===== config.mk =====
export PLATFORM = sky130hd
export DESIGN_NAME = segmask_regfile
export DESIGN_NICKNAME = d
export VERILOG_FILES = /design/src/rtl/segmask_regfile.sv
export SDC_FILE = /design/constraint.sdc
export NUM_CORES = 1
export LEC_CHECK = 0
export CORE_ASPECT_RATIO = 1.25
export CORE_MARGIN = 1
export CORE_UTILIZATION = 30
export DETAILED_ROUTE_END_ITERATION = 6
export DONT_BUFFER_PORTS = 1
export PLACE_DENSITY = 0.44
export SLEW_MARGIN = 15
export SYNTH_ARGS = -nofsm -noshare
export SYNTH_HDL_FRONTEND = slang
export SYNTH_SLANG_ARGS = --single-unit

===== constraint.sdc =====
create_clock -name clk -period 7.6 [get_ports clk]
set_input_delay 1.52 -clock clk [delete_from_list [all_inputs] [get_ports clk]]
set_output_delay 1.52 -clock clk [all_outputs]
set_load 0.02 [all_outputs]

===== src/rtl/segmask_regfile.sv =====
module segmask_regfile #(
  parameter int HALF_W = 32,
  parameter int CTL_W  = 12,
  parameter int IDX_W  = 3,
  parameter logic [5:0] OPC_MASK = 6'b001001,
  parameter logic [5:0] OPC_COMP = 6'b000101
) (
  input  logic                clk,
  input  logic                rst_n,
  input  logic                cmd_en,
  input  logic                av_n,
  input  logic                wr_n,
  input  logic                seg_hi,
  input  logic [CTL_W-1:0]    ctl,
  input  logic [HALF_W-1:0]   din,
  output logic [HALF_W-1:0]   dout,
  output logic                dout_oe,
  input  logic [IDX_W-1:0]    mask_sel,
  output logic [2*HALF_W-1:0] mask_word
);
  localparam int FULL_W = 2 * HALF_W;
  localparam int NREG   = 1 << IDX_W;
  localparam int IDX_LO = 6;

  logic [NREG-1:0][FULL_W-1:0] mregs;
  logic [FULL_W-1:0]           comp;

  wire access   = cmd_en & av_n;
  wire hit_mask = access && (ctl[5:0] == OPC_MASK);
  wire hit_comp = access && (ctl[5:0] == OPC_COMP);
  wire [IDX_W-1:0] idx = ctl[IDX_LO+IDX_W-1:IDX_LO];

  logic unused_ctl;
  assign unused_ctl = &{1'b0, ctl[CTL_W-1:IDX_LO+IDX_W]};

  assign mask_word = mregs[mask_sel];

  always_ff @(posedge clk or negedge rst_n) begin
    if (!rst_n) begin
      mregs   <= '0;
      comp    <= '0;
      dout    <= '0;
      dout_oe <= 1'b0;
    end else begin
      dout_oe <= 1'b0;
      if (hit_mask) begin
        if (!wr_n) begin
          if (idx != '0) begin
            if (seg_hi) mregs[idx][FULL_W-1:HALF_W] <= din;
            else        mregs[idx][HALF_W-1:0]      <= din;
          end
        end else begin
          dout    <= seg_hi ? mregs[idx][FULL_W-1:HALF_W] : mregs[idx][HALF_W-1:0];
          dout_oe <= 1'b1;
        end
      end else if (hit_comp) begin
        if (!wr_n) begin
          if (seg_hi) comp[FULL_W-1:HALF_W] <= din;
          else        comp[HALF_W-1:0]      <= din;
        end else begin
          dout    <= seg_hi ? comp[FULL_W-1:HALF_W] : comp[HALF_W-1:0];
          dout_oe <= 1'b1;
        end
      end
    end
  end

  wire wr_cmd = access && !wr_n;

  AST_LOW_KEEPS_HIGH: assert property (@(posedge clk) disable iff (!rst_n)
    (wr_cmd && !seg_hi) |=> ($stable(comp[FULL_W-1:HALF_W]) && $stable(mregs[NREG-1][FULL_W-1:HALF_W])));
  AST_HIGH_KEEPS_LOW: assert property (@(posedge clk) disable iff (!rst_n)
    (wr_cmd && seg_hi) |=> ($stable(comp[HALF_W-1:0]) && $stable(mregs[NREG-1][HALF_W-1:0])));
  AST_RSVD_EMPTY: assert property (@(posedge clk) disable iff (!rst_n)
    mregs[0] == '0);
  AST_OE_FROM_READ: assert property (@(posedge clk) disable iff (!rst_n)
    $rose(dout_oe) |-> $past(access && wr_n));
  AST_IDLE_HOLDS: assert property (@(posedge clk) disable iff (!rst_n)
    !wr_cmd |=> ($stable(mregs) && $stable(comp)));
  AST_SEL0_ZERO: assert property (@(posedge clk) disable iff (!rst_n)
    (mask_sel == '0) |-> (mask_word == '0));
  AST_WRITE_NO_OE: assert property (@(posedge clk) disable iff (!rst_n)
    wr_cmd |=> !dout_oe);
endmodule


==> results of run 1 <==
-- through the flow --
stage	instance area (um^2)	instances	hold WS (ns)
after floorplan	31080	2235	0.4413
after global placement	31900	3315	0.3771
after detailed placement	31900	3315	0.3833
after CTS	34280	3443	0.3954
after global routing	34390	3447	0.4080
final	34390	3447	0.3910
-- cell usage in the layout (no fill, tap or decap), types with 33 or more instances in the layout --
| master | instances |
|---|---|
| clkbuf_16 | 74 |
| mux2_4 | 60 |
| dfrtp_1 | 609 |
| nand2_1 | 40 |
| mux2_2 | 538 |
| o21ai_0 | 59 |
| mux4_2 | 150 |
| mux2i_1 | 156 |
| a21oi_1 | 65 |
| a22oi_1 | 33 |
-- power groups by stage --
stage | Clock (mW) | Combinational [mW] | Sequential [mW]
after floorplan | 0 | 0.240 | 3.34
after global placement | 0 | 0.207 | 3.34
after detailed placement | 0 | 0.208 | 3.34
after CTS | 3.62 | 0.208 | 3.28
after global routing | 3.75 | 0.300 | 3.28
final | 3.53 | 0.277 | 3.28
-- layout make-up --
cell class | count | share of cell area (%)
inverters | 5 | 0.05457
flip-flops and latches | 609 | 44.31
multi-input cells | 1347 | 42.99
clock buffers | 111 | 6.458
clock inverters | 17 | 0.4657
repair buffers | 28 | 0.8804
well taps | 1330 | 4.839
-- registers in the layout, summed over array words and instances (netlist names) --
signal   flops
dout_oe      1
comp        64
mregs      512
dout        32
-- layer usage --
metal  vias up  share of wire, %  global-route usage (%)  routed length, um
met4         0               2.9                   7.019               3140
met1     10610                43                   26.52              46250
met5         -                 0                       0                  0
met2       557                48                   34.07              52000
li1       8071                 -                       -                  -
met3       155               5.9                   4.473               6335
-- cell families (layout without fill, tap and decap cells) --
logic type | Yosys count | count (layout)
multiplexers | 918 | 918
AO/OA/AOI/OAI | 277 | 277
AND/OR/NAND/NOR | 151 | 151
buffers and inverters | 279 | 161
flip-flops | 609 | 609
XOR/XNOR | 1 | 1
-- Yosys cell counts, types with 31 or more instances --
library cell	count	share of area, %
dfrtp_1	609	49
mux2_2	538	19
clkbuf_1	174	2.1
mux2i_1	156	5.0
mux4_2	150	11
a21oi_1	65	1.0
mux2_4	60	2.9
o21ai_0	59	0.95
buf_2	55	0.89
nand2_1	47	0.57
buf_1	39	0.47
a22oi_1	33	0.80
nor3_1	31	0.50
-- worst paths after layout --
path / to / slack (ns) / cells after the start / startpoint
worst max-delay path: mask_word[59] / 3.47 / 2 / mask_sel[0]
worst min-delay path: mregs[13] / 0.39 / 0 / mregs[13]
worst max register to register: dout[6] / 5.82 / 5 / mregs[38]
worst min register to register: mregs[13] / 0.39 / 0 / mregs[13]
max in group asynchronous: mregs[13] / 4.06 / 4 / rst_n
min in group asynchronous: mregs[191] / 0.60 / 0 / rst_n
==> qor.txt, run 1 <==
run status: finished clean
Num CTS Buffers: 70
Post-Syn Instances: 2235
Ports: 150
Final Setup Violations: 0
Worst-path clk slew: 0.05 ns
main combinational cell family by area after synthesis: multiplexers
DRC violations left: 0
diode count: 0
H-tree levels: 3
Post-Synth Adder-Cell Area: 0%
WP data required: 6.08 ns
clock power share: 49.8%
worst hold path class: reg2reg
Synth Net Count: 2288
Post-Synth XOR/XNOR Area: 0.02818%
sw power: 1.630 mW
port bufs: 0
f_max: 241.9 MHz
RePlAce Congestion: 0.7401
Congestion Overflow GR: 0
Post-Route WL: 107.7 mm
Rel. slew slack: 18.81%
first-pass GRT wire length: 155.6 mm
Max Slew Vio Count: 0
Die X-Extent: 289.9 um
Yosys cell types: 53
Post-DP HPWL: 55.80 mm
vias in the first global route: 20670
CP delay by family, top: multiplexers
Initial Util: 30.38%
Worst-Margin Slew: 1.215 ns
share of cells above drive strength 1: 43.32%
All-Layer GR Usage: 20.56%
final core occ: 33.62%
worst-path fanout max: 128
static leakage: 16.22 nW
synthesized cell area: 31080 um^2
synth warn: 0
DR pass1 iterations: 5
clk_skew: 0.03229 ns
clk_lat worst skew: 0.65 ns
CP Launch Type: primary input
post-layout min period: 4.135 ns
Post-synth EDFFs: 0
NumNets Final: 2114
Core Footprint: 102300 um^2
ANT nets after route: 0
cells along the critical path: mux4_2 > mux2_2
multi-input combinational cell area: 14780 um^2
TritonCTS clock tree: built
post-CTS sizing: 0
CTS Sinks: 609
final worst-path cycle share: 54.40%
fill count: 9903
P per Cell Area: 206.0 nW/um^2
RSZ-0062 raised after global routing: no
initial antenna violation count: 1
hold_buf cts: 0
Rows: 131
setup tns final: 0 ns
drt initial violations: 1330
mux cell area share after synthesis: 38.80%
Sw Ratio: 23.01%
Yosys reg bits: 609
final hold vios: 0
Setup Slack @ Placement: 2.935 ns
critical path class: in2out
total die area: 104900 um^2
routed vias: 19400
largest net degree at the start of global routing: 610
Internal: 5.454 mW
Die Y: 361.8 um
Synth Area in Compound Gates: 5.923%
crit-path max cell delay: 0.55 ns
root buf cell: clkbuf_16
Worst Path Buf+Inv: 0
area grow syn2layout: 10.67%
Worst path slowest cell: mux4_2
critical path arrival: 2.61 ns
syn_area_per_cell: 13.90 um^2
Post-CTS Setup Bufs: 0
Seq pwr share: 46.3%
Post-synth ARST share: 100.0%
Primary FF master, synth: dfrtp_1
Max-Cap Viols: 0
simple-gate share of the synthesized area: 2.476%
Clock Path Buffers: 3
Setup WS post-layout: 3.465 ns
peak supply drop: 158.9 uV
crit path capture type: output pin
vias per std cell: 5.627
Seq/Total Area, Yosys: 49.04%
wire length per cell: 31.25 um
PnR Total Power: 7.084 mW
Logic pwr share: 3.9%
register area: 15240 um^2
No activity file was read; power rests on OpenSTA's default activity.
==> inputs of run 2 (changes only) <==
- clock period: 7.6 -> 4.1 ns (I/O delays scaled with it)
==> run 2 against run 1 <==
Effect of this change:
- non-clock buffer count grew 27
- clock skew down 0.0044 ns
- sequential cell count stayed put
- sequential share of layout area down 0.22 points
- setup slack lost 2.1 ns
- total power increased by 85%
- clock power rose by 84%
- clock-buffer cell count down 7
- utilization is 0.17 points higher
- final area is 0.49% higher
- wire length shrank 1.1%
- critical path type is now reg2out
- critical endpoint is now mask_word[29]
- largest power group unchanged
- highest routed layer unchanged
==> qor.txt, run 2 (same netlist as run 1, synthesis figures left out) <==
Worst path slowest cell: mux4_2
H-tree levels: 3 (unchanged)
Ports: 150 (unchanged)
f_max: 366.0 MHz
Logic pwr share: 4.0% (about the same)
Worst-Margin Slew: 1.237 ns (+0.02198 ns)
Clock Path Buffers: 3 (unchanged)
drt initial violations: 1343 (+0.98%)
Post-Route WL: 106.6 mm (-1.1%)
crit-path max cell delay: 0.47 ns (-0.08 ns)
run status: finished clean
P per Cell Area: 378.4 nW/um^2 (+84%)
diode count: 0 (unchanged)
crit path capture type: output pin
critical path arrival: 1.91 ns (-0.70 ns)
clk_lat worst skew: 0.62 ns (-0.03 ns)
Num CTS Buffers: 70 (unchanged)
Worst Path Buf+Inv: 0 (unchanged)
post-CTS sizing: 0 (unchanged)
clk_skew: 0.02786 ns (-0.004432 ns)
post-layout min period: 2.732 ns
Hold WS: 0.2998 ns (-0.09118 ns)
Max-Cap Viols: 0 (unchanged)
routed vias: 19400 (+0.0052%)
vias per std cell: 5.593 (-0.60%)
Setup WS post-layout: 1.368 ns (-2.098 ns)
first-pass GRT wire length: 156.2 mm (+0.42%)
Internal: 10.10 mW (+85%)
DR pass1 iterations: 7 (+2)
reg-to-reg startpoint: mregs[358]
design area: 34560 um^2 (+0.49%)
final core occ: 33.79% (+0.17 points)
Max Slew Vio Count: 0 (unchanged)
peak supply drop: 250.6 uV (+58%)
setup tns final: 0 ns (unchanged)
Most flops, register: mregs
ANT nets after route: 0 (unchanged)
clock power share: 49.5% (-0.3 points)
TritonCTS clock tree: built
max reg flops: 512 (unchanged)
Die Y: 361.8 um (unchanged)
Seq pwr share: 46.5% (+0.2 points)
vias in the first global route: 20590 (-0.41%)
crit path from: mregs[477]
Die X-Extent: 289.9 um (unchanged)
biggest regs: mregs: 512 flops, comp: 64 flops, dout: 32 flops
worst-path fanout max: 3 (-98%)
Initial Util: 30.38% (unchanged)
wire length per cell: 30.73 um (-1.7%)
initial antenna violation count: 0 (-1)
WP data required: 3.28 ns (-2.80 ns)
All-Layer GR Usage: 20.40% (-0.16 points)
Sw Ratio: 22.76% (-0.25 points)
Rows: 131 (unchanged)
NumNets Final: 2141 (+1.3%)
Worst-path clk slew: 0.06 ns (about the same)
Setup Slack @ Placement: 0.8255 ns (-2.110 ns)
share of cells above drive strength 1: 43.83% (+0.51 points)
Post-DP HPWL: 58.10 mm (+4.1%)
Core Footprint: 102300 um^2 (unchanged)
final worst-path cycle share: 66.64%
worst hold path class: in2async
static leakage: 16.26 nW (+0.28%)
sw power: 2.976 mW (+83%)
post-placement cell area: 32130 um^2 (+0.73%)
area grow syn2layout: 11.21%
CTS Sinks: 609 (unchanged)
CP delay by family, top: multiplexers
Final Setup Violations: 0 (unchanged)
largest net degree at the start of global routing: 610 (unchanged)
critical path class: reg2out
cells along the critical path: mux4_2 > mux2_2
Congestion Overflow GR: 0 (unchanged)
port bufs: 0 (unchanged)
final hold vios: 0 (unchanged)
RePlAce Congestion: 0.7552 (+2.0%)
Rel. slew slack: 17.51% (-1.3 points)
RSZ-0062 raised after global routing: no
CP Launch Type: register
DRC violations left: 0 (unchanged)
root buf cell: clkbuf_16
commonest cells after routing, fill and taps aside: dfrtp_1, mux2_2, mux2i_1
commonest non-fill, non-tap cell in the layout: dfrtp_1
total die area: 104900 um^2 (unchanged)
-- run 2: layout make-up --
type / instances / area (um^2)
flip-flops and latches: 609 / 15240
clock inverters: 18 / 212.7
multi-input cells: 1347 / 14750
inverters: 5 / 18.77
clock buffers: 104 / 2125
well taps: 1330 / 1664
fillers: 9964 / 67720
repair buffers: 55 / 550.5
-- run 2: worst paths after layout --
| check | to | slack, ns | depth (start not counted) |
|---|---|---|---|
| worst max-delay path | mask_word[29] | 1.37 | 2 |
| worst min-delay path | mregs[511] | 0.30 | 1 |
| worst max register to register | dout[6] | 2.30 | 5 |
| worst min register to register | mregs[37] | 0.39 | 0 |
| max in group asynchronous | mregs[52] | 2.01 | 2 |
| min in group clk | mregs[355] | 0.34 | 1 |
-- run 2: layer usage --
| layer | track usage [%] | part of all wire [%] |
|---|---|---|
| met1 | 26.86 | 44 |
| met2 | 33.96 | 49 |
| met3 | 4.589 | 6.0 |
| met4 | 4.881 | 1.8 |
| met5 | 0 | 0 |
-- run 2: repair_timing --
action	4_1_cts	5_1_grt
buffers inserted	0	0
hold endpoints to repair	526	17
setup endpoints to repair	0	0
-- run 2: power groups by stage --
stage	Sequential (mW)	Clock [mW]	Combinational [mW]
5_1_grt	6.08	6.91	0.563
4_1_cts	6.08	6.66	0.393
2_1_floorplan	6.18	0	0.446
6_report	6.08	6.48	0.520
3_5_place_dp	6.19	0	0.392
3_3_place_gp	6.19	0	0.391
-- run 2: per-stage QoR --
stage | cells | total power [mW]
3_3_place_gp | 3342 | 6.580
5_1_grt | 3468 | 13.55
4_1_cts | 3464 | 13.14
2_1_floorplan | 2235 | 6.628
3_5_place_dp | 3342 | 6.584
6_report | 3468 | 13.08
